$ cat src/rtl/store_split_pkg.sv
package store_split_pkg;

    typedef enum logic [2:0] {
        ST_IDLE   = 3'd0,
        ST_ISSUE1 = 3'd1,
        ST_WAIT1  = 3'd2,
        ST_ISSUE2 = 3'd3,
        ST_WAIT2  = 3'd4
    } split_state_e;

    // size code to byte count: 0->1, 1->2, 2->4, 3->8
    function automatic int unsigned size_code_bytes(input logic [1:0] code);
        return 32'd1 << code;
    endfunction

endpackage

$ cat src/rtl/split_calc.sv
module split_calc #(
    parameter int ADDR_W     = 32,
    parameter int SIZE_W     = 4,
    parameter int LINE_BYTES = 64
) (
    input  logic [ADDR_W-1:0] addr,
    input  logic [1:0]        size_code,
    output logic [SIZE_W-1:0] total,
    output logic [ADDR_W-1:0] boundary,
    output logic              crosses,
    output logic [SIZE_W-1:0] size_first,
    output logic [SIZE_W-1:0] size_second
);
    localparam logic [ADDR_W-1:0] LINE_MASK = ADDR_W'(LINE_BYTES - 1);

    logic [ADDR_W-1:0] last_byte;
    logic [ADDR_W-1:0] end_excl;

    always_comb begin
        total       = SIZE_W'(store_split_pkg::size_code_bytes(size_code));
        end_excl    = addr + ADDR_W'(total);
        last_byte   = end_excl - ADDR_W'(1);
        boundary    = last_byte & ~LINE_MASK;
        crosses     = boundary > addr;
        size_first  = crosses ? SIZE_W'(boundary - addr) : total;
        size_second = crosses ? SIZE_W'(end_excl - boundary) : '0;
    end
endmodule

$ cat src/rtl/lane_place.sv
module lane_place #(
    parameter int DATA_W = 64,
    parameter int SIZE_W = 4
) (
    input  logic [$clog2(DATA_W/8)-1:0] lane,
    input  logic [SIZE_W-1:0]           size,
    input  logic [SIZE_W-1:0]           offset,
    input  logic [DATA_W-1:0]           data,
    output logic [2*DATA_W/8-1:0]       be,
    output logic [2*DATA_W-1:0]         wdata
);
    localparam int WIN_BYTES = 2 * DATA_W / 8;
    localparam int CW        = SIZE_W + 2;

    logic [DATA_W-1:0]   shifted;
    logic [2*DATA_W-1:0] placed;
    logic [CW-1:0]       lo;
    logic [CW-1:0]       hi;

    always_comb begin
        shifted = data >> {offset, 3'b000};
        placed  = {{DATA_W{1'b0}}, shifted} << {lane, 3'b000};
        lo      = CW'(lane);
        hi      = lo + CW'(size);
    end

    for (genvar i = 0; i < WIN_BYTES; i++) begin : g_lane
        always_comb begin
            be[i]            = (CW'(i) >= lo) && (CW'(i) < hi);
            wdata[8*i +: 8]  = be[i] ? placed[8*i +: 8] : 8'h00;
        end
    end
endmodule

$ cat src/rtl/store_split_unit.sv
module store_split_unit #(
    parameter int ADDR_W     = 32,
    parameter int DATA_W     = 64,
    parameter int FLAG_W     = 4,
    parameter int LINE_BYTES = 64,
    parameter int SIZE_W     = $clog2(DATA_W/8) + 1
) (
    input  logic                    clk,
    input  logic                    rst_n,
    input  logic                    req_valid,
    output logic                    req_ready,
    input  logic [ADDR_W-1:0]       req_addr,
    input  logic [1:0]              req_size,
    input  logic [DATA_W-1:0]       req_data,
    input  logic [FLAG_W-1:0]       req_flags,
    input  logic                    req_prefetch,
    output logic                    mem_valid,
    input  logic                    mem_ready,
    output logic [ADDR_W-1:0]       mem_addr,
    output logic [SIZE_W-1:0]       mem_size,
    output logic [2*DATA_W-1:0]     mem_data,
    output logic [2*DATA_W/8-1:0]   mem_be,
    output logic [FLAG_W-1:0]       mem_flags,
    input  logic                    mem_ack,
    output logic                    stall,
    output logic                    done,
    output logic [ADDR_W-1:0]       done_addr,
    output logic [SIZE_W-1:0]       done_size
);
    import store_split_pkg::*;

    localparam int LANE_W = $clog2(DATA_W/8);

    typedef struct packed {
        split_state_e       st;
        logic [ADDR_W-1:0]  addr;
        logic [ADDR_W-1:0]  bound;
        logic [SIZE_W-1:0]  total;
        logic [SIZE_W-1:0]  size1;
        logic [SIZE_W-1:0]  size2;
        logic [DATA_W-1:0]  data;
        logic [FLAG_W-1:0]  flags;
        logic               pf;
        logic               split;
        logic [1:0]         cnt;
        logic               done;
    } ctx_t;

    ctx_t s_d, s_q;

    logic [SIZE_W-1:0] c_total, c_size1, c_size2;
    logic [ADDR_W-1:0] c_bound;
    logic              c_cross;

    split_calc #(
        .ADDR_W(ADDR_W), .SIZE_W(SIZE_W), .LINE_BYTES(LINE_BYTES)
    ) u_calc (
        .addr(req_addr), .size_code(req_size), .total(c_total),
        .boundary(c_bound), .crosses(c_cross),
        .size_first(c_size1), .size_second(c_size2)
    );

    logic              second_q;
    logic [SIZE_W-1:0] part_off;

    always_comb begin
        second_q  = (s_q.st == ST_ISSUE2);
        mem_valid = (s_q.st == ST_ISSUE1) || second_q;
        mem_addr  = second_q ? s_q.bound : s_q.addr;
        mem_size  = second_q ? s_q.size2 : s_q.size1;
        part_off  = second_q ? s_q.size1 : '0;
        mem_flags = s_q.flags;
        req_ready = (s_q.st == ST_IDLE);
        stall     = (s_q.st != ST_IDLE);
        done      = s_q.done;
        done_addr = s_q.addr;
        done_size = s_q.total;
    end

    lane_place #(
        .DATA_W(DATA_W), .SIZE_W(SIZE_W)
    ) u_lane (
        .lane(mem_addr[LANE_W-1:0]), .size(mem_size), .offset(part_off),
        .data(s_q.data), .be(mem_be), .wdata(mem_data)
    );

    logic [1:0] cnt_inc;
    logic [1:0] need;

    always_comb begin
        s_d      = s_q;
        s_d.done = 1'b0;
        cnt_inc  = s_q.cnt + 2'd1;
        need     = s_q.split ? 2'd2 : 2'd1;
        unique case (s_q.st)
            ST_IDLE: begin
                if (req_valid) begin
                    s_d.st    = ST_ISSUE1;
                    s_d.addr  = req_addr;
                    s_d.bound = c_bound;
                    s_d.total = c_total;
                    s_d.size1 = c_size1;
                    s_d.size2 = c_size2;
                    s_d.data  = req_data;
                    s_d.flags = req_flags;
                    s_d.pf    = req_prefetch;
                    s_d.split = c_cross;
                    s_d.cnt   = 2'd0;
                end
            end
            ST_ISSUE1, ST_WAIT1: begin
                if ((s_q.st == ST_ISSUE1 && mem_ready && s_q.pf) ||
                    (s_q.st == ST_WAIT1 && mem_ack)) begin
                    s_d.cnt = cnt_inc;
                    if (s_q.split) begin
                        s_d.st = ST_ISSUE2;
                    end else begin
                        s_d.st   = ST_IDLE;
                        s_d.done = (cnt_inc == need);
                    end
                end else if (s_q.st == ST_ISSUE1 && mem_ready) begin
                    s_d.st = ST_WAIT1;
                end
            end
            ST_ISSUE2, ST_WAIT2: begin
                if ((s_q.st == ST_ISSUE2 && mem_ready && s_q.pf) ||
                    (s_q.st == ST_WAIT2 && mem_ack)) begin
                    s_d.cnt  = cnt_inc;
                    s_d.st   = ST_IDLE;
                    s_d.done = (cnt_inc == need);
                end else if (s_q.st == ST_ISSUE2 && mem_ready) begin
                    s_d.st = ST_WAIT2;
                end
            end
            default: s_d.st = ST_IDLE;
        endcase
    end

    always_ff @(posedge clk or negedge rst_n) begin
        if (!rst_n) begin
            s_q    <= '0;
            s_q.st <= ST_IDLE;
        end else begin
            s_q <= s_d;
        end
    end
endmodule

$ cat config.mk
export PLATFORM = sky130hd
export DESIGN_NAME = store_split_unit
export DESIGN_NICKNAME = d
export VERILOG_FILES = /design/src/rtl/store_split_pkg.sv /design/src/rtl/split_calc.sv /design/src/rtl/lane_place.sv /design/src/rtl/store_split_unit.sv
export SDC_FILE = /design/constraint.sdc
export NUM_CORES = 1
export LEC_CHECK = 0
export BUFFER_PORTS_ARGS = -buffer_cell sky130_fd_sc_hd__buf_2
export CORE_MARGIN = 2
export CORE_UTILIZATION = 40
export CTS_CLUSTER_DIAMETER = 30
export DETAILED_ROUTE_END_ITERATION = 8
export GPL_ROUTABILITY_DRIVEN = 1
export GPL_TIMING_DRIVEN = 0
export PLACE_DENSITY = 0.65
export RECOVER_POWER = 100
export SLEW_MARGIN = 20
export SYNTH_ARGS = -nofsm -noshare
export SYNTH_HDL_FRONTEND = slang
export SYNTH_SLANG_ARGS = --single-unit
$ cat constraint.sdc
create_clock -name clk -period 4.3 [get_ports clk]
set_input_delay 0.43 -clock clk [delete_from_list [all_inputs] [get_ports clk]]
set_output_delay 0.43 -clock clk [all_outputs]
set_load 0.01 [all_outputs]
==> reports/summary.txt, run 1 <==
worst-margin pin slew = 3.79 ns
TritonCTS clock tree = done
Vias = 15.3k
routed vias/inst = 5.78
final setup skew = 0.00950 ns
Sink Count = 146
hold path endpoint = mem_flags[3]
final worst setup slack = -0.662 ns
FILL cells = 3230
CORE AREA = 32500 sq um
Mapped Area = 13200 sq um
ys flop type = dfrtp_1
Adder-Cell Fraction of Synth Area = 0.0351
hold path cells = 3
wire per inst = 23.2 um
RePlAce Congestion = 0.974
#FFs+latches synth = 146
CP Launch Type = flop
clock-pin slew on the worst setup and hold paths = 0.06 ns
1st-iter DRT viols = 1430
global-route usage over all layers = 0.349
flop-to-flop setup slack = 0.93 ns
initial core utilization = 0.407
DP Wirelength = 47700 um
post-synthesis sequential area ratio = 0.276
Die W = 186 um
layout cell share with drive strength beyond 1 = 0.302
synth-to-layout area growth = 33.8%
global-route wire length before repair = 89900 um
register area = 3650 sq um
critical path class = flop to primary output
largest family of logic cells by synthesized area = simple AND/OR/NAND/NOR gates
Initial DRT Pass Iterations = 6
Residual DRC = 0
max_slew headroom = -1.53
post-synthesis mux area share = 0.139
RR Endpoint = s_q[108]
Worst VDD drop = 0.547 mV
# IOs = 332
placed inst area = 15500 sq um
max frequency = 202 MHz
Post-Synth XOR/XNOR Area = 0.0323
failing checks = capacitance limit, slew limit, setup timing
fin crit share = 1.15
drt total wl = 61400 um
Final ANT Viol Nets = 0
total power = 17.2 mW
Final setup viols = 144
Die ar. = 34600 sq um
Final Hold Viols = 0
Net count, final = 2337
Yosys cell types = 85
Hold Crit Start = req_flags[3]
cells after synthesis = 1771
main area contributors after synthesis = dfrtp_1, nand2_1, mux2i_1
reg2reg start = s_q[150]
Setup crit end kind = primary output
fin. max-slew vios = 73
port buffer count = 319
Post-Synth Simple-Gate Area = 0.271
most common cell in the netlist = nand2_1
Num CTS Buffers = 17
Skew-Pair Late Insertion Delay = 0.44 ns
buffer depth of the longest clock path = 2
P_leak = 8.64 nW
critical path peak fanout = 16
yosys synthesis warning count = 0
CP arrival = 4.53 ns
P per Cell Area = 974 nW/um^2
Post-synth EDFFs = 0
worst hold path class = input pin to flop
vias in the first global route = 14.5k
Synth area leader = dfrtp_1
# H-tree levels = 4
status = finished with violations
compound-cell area share of the yosys netlist = 0.170
Max-Cap Viols = 1
area taken by multi-input logic gates = 9540 sq um
initial antenna violation count = 9
commonest cells in the netlist = nand2_1, nor2_1, dfrtp_1, mux2i_1, clkbuf_1
asr flop ratio synth = 1.00
Overflow after GRT = 0
R2R depth = 9
maximum number of pins on one net before global-route repair = 76
clk root buf = clkbuf_16
Period minus WS final = 4.96 ns
FP Rows = 66
RSZ-0062 raised after global routing = true
post-synth top area share = 0.276
post-route cell area = 17700 sq um
syn avg cell area = 7.48 sq um
worst path required time = 3.87 ns
Die H = 186 um
-- worst max path at each step --
stage | from | end | cells after the start
finish | s_q[150] | mem_data[4] | 15
CTS | req_size[0] | s_q[78] | 25
detailed placement | s_q[150] | mem_data[2] | 18
global placement | s_q[150] | mem_data[2] | 18
global route | req_size[0] | s_q[77] | 23
floorplan | req_size[1] | s_q[77] | 24
-- cell type report --
type / count / area share
inverter: 52 / 0.0116
clock inverter: 8 / 0.00720
timing repair buffer: 409 / 0.128
antenna: 4 / 0.000565
buffer: 149 / 0.0490
tap: 442 / 0.0312
sequential: 146 / 0.206
clock buffer: 21 / 0.0271
multi-input combinational: 1418 / 0.539
-- per-layer routing --
layer,global-route usage,part of all wire,vias to the layer above
met5,0,0.0011,-
met4,0.174,0.051,10
met3,0.0771,0.085,165
met2,0.541,0.44,860
met1,0.458,0.42,7351
li1,-,-,6928
-- cell usage in the layout (no fill, tap or decap), types with 17 or more instances in the layout --
cell / netlist / routed
mux4_2: 20 / 20
clkbuf_16: 0 / 19
dfrtp_1: 146 / 146
nor2_1: 187 / 177
mux2_2: 34 / 34
a31oi_1: 23 / 21
ha_1: 34 / 28
nand3_1: 24 / 22
inv_1: 47 / 42
clkbuf_4: 0 / 18
nor3_1: 22 / 17
mux2i_1: 96 / 82
buf_2: 10 / 266
a21oi_1: 60 / 48
clkbuf_1: 86 / 126
buf_4: 48 / 113
and2_1: 37 / 35
xnor2_1: 31 / 27
o21ai_0: 82 / 76
nand2_1: 476 / 462
-- through the flow --
| step | util | hold WS [ns] | setup slack (ns) | instances | TNS, ns |
|---|---|---|---|---|---|
| CTS | 0.532 | 0.162 | -0.637 | 2616 | -5.56 |
| floorplan | - | 0.134 | -0.606 | 1778 | -5.01 |
| global route | 0.544 | 0.170 | -0.808 | 2647 | -166.76 |
| finish | 0.544 | 0.177 | -0.662 | 2649 | -66.87 |
| detailed placement | 0.477 | 0.411 | -1.85 | 2541 | -181.33 |
| global placement | 0.476 | 0.463 | -1.82 | 2539 | -180.35 |
-- state kept, by name (all words and copies together) (netlist names) --
register	count
done_addr	32
done_size	4
mem_flags	4
s_q	105
done	1
-- what timing repair did --
item | CTS | global route
buffers inserted | 58 | 30
pin swaps | 41 | 23
hold buffers | 1 | 0
setup endpoints to repair | 145 | 119
hold endpoints to repair | 71 | 0
gates cloned | 0 | 1
resized for setup | 167 | 97
-- kinds of logic (layout without fill, tap and decap cells) --
kind of cell	count (synthesis)	in the layout
muxes	153	153
xor gates and xnor gates	48	48
DFF	146	146
and+or+nand+nor	835	835
adders and majority gates	36	36
buffers and inverters	215	639
AOI/OAI and AO/OA	337	338
other	1	12
-- power breakdown --
part / switching [mW] / leakage [nW] / total (mW) / internal, mW
clock: 0.606 / 0.294 / 1.57 / 0.966
sequential: 0.680 / 1.80 / 2.71 / 2.03
combinational: 8.09 / 6.54 / 13.0 / 4.87
total: 9.37 / 8.64 / 17.2 / 7.87
-- worst max-delay path, cell delays in order (launching register included) --
cell and delay, ns:
dfrtp_1 0.37, clkbuf_1 0.22, nand3b_1 0.22, buf_4 0.20, nand2_2 0.08, clkinvlp_2 0.52
clkbuf_8 0.40, ha_4 0.18, fa_2 0.40, a211oi_4 0.23, a31oi_4 0.05, or2_4 0.35
o311ai_4 0.41, buf_4 0.20, a221oi_4 0.05, buf_2 0.20
(Power assumes the default switching activity.)
==> run 2, diff against run 1 <==
--- a/config.mk
+++ b/config.mk
@@ -5,6 +5,7 @@
 export SDC_FILE = /design/constraint.sdc
 export NUM_CORES = 1
 export LEC_CHECK = 0
+export ABC_AREA = 1
 export BUFFER_PORTS_ARGS = -buffer_cell sky130_fd_sc_hd__buf_2
 export CORE_MARGIN = 2
 export CORE_UTILIZATION = 40
@@ -12,9 +13,9 @@
 export DETAILED_ROUTE_END_ITERATION = 8
 export GPL_ROUTABILITY_DRIVEN = 1
 export GPL_TIMING_DRIVEN = 0
-export PLACE_DENSITY = 0.65
 export RECOVER_POWER = 100
 export SLEW_MARGIN = 20
 export SYNTH_ARGS = -nofsm -noshare
 export SYNTH_HDL_FRONTEND = slang
 export SYNTH_SLANG_ARGS = --single-unit
+export TNS_END_PERCENT = 1
==> reports/summary.txt, run 2 <==
status = finished with violations
failing checks = capacitance limit, slew limit
Final ANT Viol Nets = 0 (unchanged)
1st-iter DRT viols = 1554 (+8.7%)
CORE AREA = 35300 sq um (+8.5%)
Initial DRT Pass Iterations = 5 (-1)
most common cell after layout, fill and taps aside = nand2_1
Vias = 18.6k (+21%)
Num CTS Buffers = 17 (unchanged)
critical path class = input pin to flop
RSZ-0062 raised after global routing = true
P_leak = 9.70 nW (+12%)
layout cell share with drive strength beyond 1 = 0.208 (-0.0935)
Net count, final = 3006 (+29%)
Crit path top cell by count = nand3_1
fin. max-slew vios = 93 (+27%)
WHS = 0.171 ns (-0.00618 ns)
FP Rows = 69 (+4.5%)
maximum number of pins on one net before global-route repair = 93 (+22%)
max frequency = 235 MHz (+16%)
most common cell in the netlist = nand2_1
CP Launch Type = input pin
main area contributors after synthesis = nand2_1, dfrtp_1, nand3_1
Period minus WS final = 4.26 ns (-0.699 ns)
Most flops, register = s_q
final setup skew = 0.0130 ns (+0.00352 ns)
port buffer count = 322 (+0.94%)
Die ar. = 37100 sq um (+7.4%)
Final setup viols = 0 (-100%)
Max-Cap Viols = 1 (unchanged)
Die W = 193 um (+3.6%)
Crit path max-delay family = simple AND/OR/NAND/NOR gates
Yosys cell types = 43 (-49%)
hold_buf cts = 0 (-1)
Slowest cell on crit path = fa_2
asr flop ratio synth = 1.00 (unchanged)
Synth area leader = nand2_1
Overflow after GRT = 0 (unchanged)
P per Cell Area = 874 nW/um^2 (-10%)
global-route usage over all layers = 0.378 (+0.0289)
Setup crit end kind = flop
worst path required time = 4.65 ns (+0.78 ns)
# H-tree levels = 4 (unchanged)
synth-to-layout area growth = 26.1%
critical path peak fanout = 6 (-10)
Worst VDD drop = 0.616 mV (+13%)
commonest cells in the netlist = nand2_1, nand3_1, inv_1, o21ai_0, nor2_1
Skew-Pair Late Insertion Delay = 0.45 ns (about the same)
CP arrival = 4.61 ns (+0.08 ns)
clk root buf = clkbuf_16
clock-pin slew on the worst setup and hold paths = 0.08 ns (+0.02 ns)
worst hold path class = input pin to flop
post-synthesis sequential area ratio = 0.256 (-0.0194)
TritonCTS clock tree = done
Post-synth EDFFs = 0 (unchanged)
RePlAce Congestion = 1.03 (+5.4%)
vias in the first global route = 17.8k (+23%)
fin crit share = 0.991 (-0.163)
routed vias/inst = 5.56 (-3.8%)
DP Cell Count = 3278 (+29%)
worst-margin pin slew = 2.45 ns (-1.34 ns)
max_slew headroom = -0.635 (+0.892)
wire per inst = 21.4 um (-7.4%)
drt total wl = 71600 um (+17%)
TNS Setup = 0 ns (+66.87 ns)
DP Wirelength = 57900 um (+21%)
Crit path largest cell delay = 0.44 ns (-0.08 ns)
Sink Count = 146 (unchanged)
yosys synthesis warning count = 0 (unchanged)
Core Util, Final = 0.509 (-0.0355)
post-synth top area share = 0.272 (-0.00421)
Final Hold Viols = 0 (unchanged)
commonest cells after routing, fill and taps aside = nand2_1, buf_2, nand3_1
buffer depth of the longest clock path = 2 (unchanged)
# IOs = 332 (unchanged)
syn avg cell area = 5.73 sq um (-23%)
Worst Path Buf+Inv = 7 (+1)
Residual DRC = 0 (unchanged)
max reg flops = 105 (unchanged)
#FFs+latches synth = 146 (unchanged)
global-route wire length before repair = 104000 um (+16%)
initial core utilization = 0.403 (-0.00359)
Mapped Area = 14200 sq um (+7.6%)
Final Non-Filler Cells = 3338 (+26%)
Die H = 193 um (+3.6%)
cells after synthesis = 2487 (+40%)
ys flop type = dfrtp_1
initial antenna violation count = 2 (-7)
[run 2: cell types whose count changed after synthesis, moves of 17 or more]
| cell | before | now |
|---|---|---|
| a211oi_1 | 17 | 0 |
| a21oi_1 | 60 | 81 |
| and2_1 | 37 | 14 |
| inv_1 | 47 | 210 |
| mux2_2 | 34 | 0 |
| mux2i_1 | 96 | 0 |
| mux4_2 | 20 | 0 |
| nand2_1 | 476 | 1031 |
| nand3_1 | 24 | 254 |
| nand4_1 | 16 | 34 |
| o21ai_0 | 82 | 187 |
| xnor2_1 | 31 | 3 |
[run 2: cells by family after synthesis]
family,count (synthesis),share of synthesized area
AND/OR/NAND/NOR,1567,0.454
buffers and inverters,388,0.118
AO/OA/AOI/OAI,336,0.129
flip-flops,146,0.256
adder cells (fa/ha/maj),36,0.0327
XOR/XNOR,13,0.00905
other,1,0.000263
[run 2: power breakdown]
group / switching (mW) / internal [mW]
clock: 0.767 / 0.841
combinational: 7.96 / 3.63
sequential: 0.472 / 2.03
[run 2: repair_timing]
item,in CTS,in global routing
buffers inserted,8,20
endpoints found under the setup margin,144,126
gates resized for setup,74,120
pin swaps,13,41
[run 2: routing by layer]
metal / GRT usage / wire [um] / up-vias
met5: 0 / 0 / -
met3: 0.0464 / 4410 / 224
met1: 0.436 / 27200 / 8839
met2: 0.667 / 35600 / 836
met4: 0.227 / 4400 / 0
li1: - / - / 8658
[run 2: worst paths after layout]
path	start	end	slack, ns	cells after the start
max in group asynchronous	rst_n	s_q[110]	1.10	2
max reg2reg	s_q[150]	s_q[37]	1.58	7
min	req_data[7]	s_q[16]	0.17	3
max	req_size[0]	s_q[79]	0.04	28
min reg2reg	mem_flags[1]	mem_flags[1]	0.47	2
min in group asynchronous	rst_n	s_q[27]	0.70	1
[run 2: worst register-to-register path: stages (launching register included)]
cell and delay (ns):
dfrtp_1 0.46, nor2_1 0.20, nand2_1 0.11, nor2_1 0.40
clkbuf_1 0.44, clkbuf_1 0.65, nand2_1 0.25, o21ai_0 0.14
[run 2: layout make-up]
class                      instances  area (sq um)
antenna                            2          5.00
buffer                           160           862
clock buffer                      17           425
clock inverter                    15           193
fill                            3773         17300
inverter                         226           863
multi-input combinational       1960          9570
sequential                       146          3650
tap                              461           577
timing repair buffer             351          1820
[run 2: per-stage QoR]
step	power (mW)	area (sq um)	worst slack (ns)
finish	15.7	18000	0.0367
global route	16.8	18000	-0.0941
CTS	15.0	17400	-0.0193
detailed placement	13.2	16500	-1.40
global placement	13.1	16500	-1.35
floorplan	8.83	14300	0.235
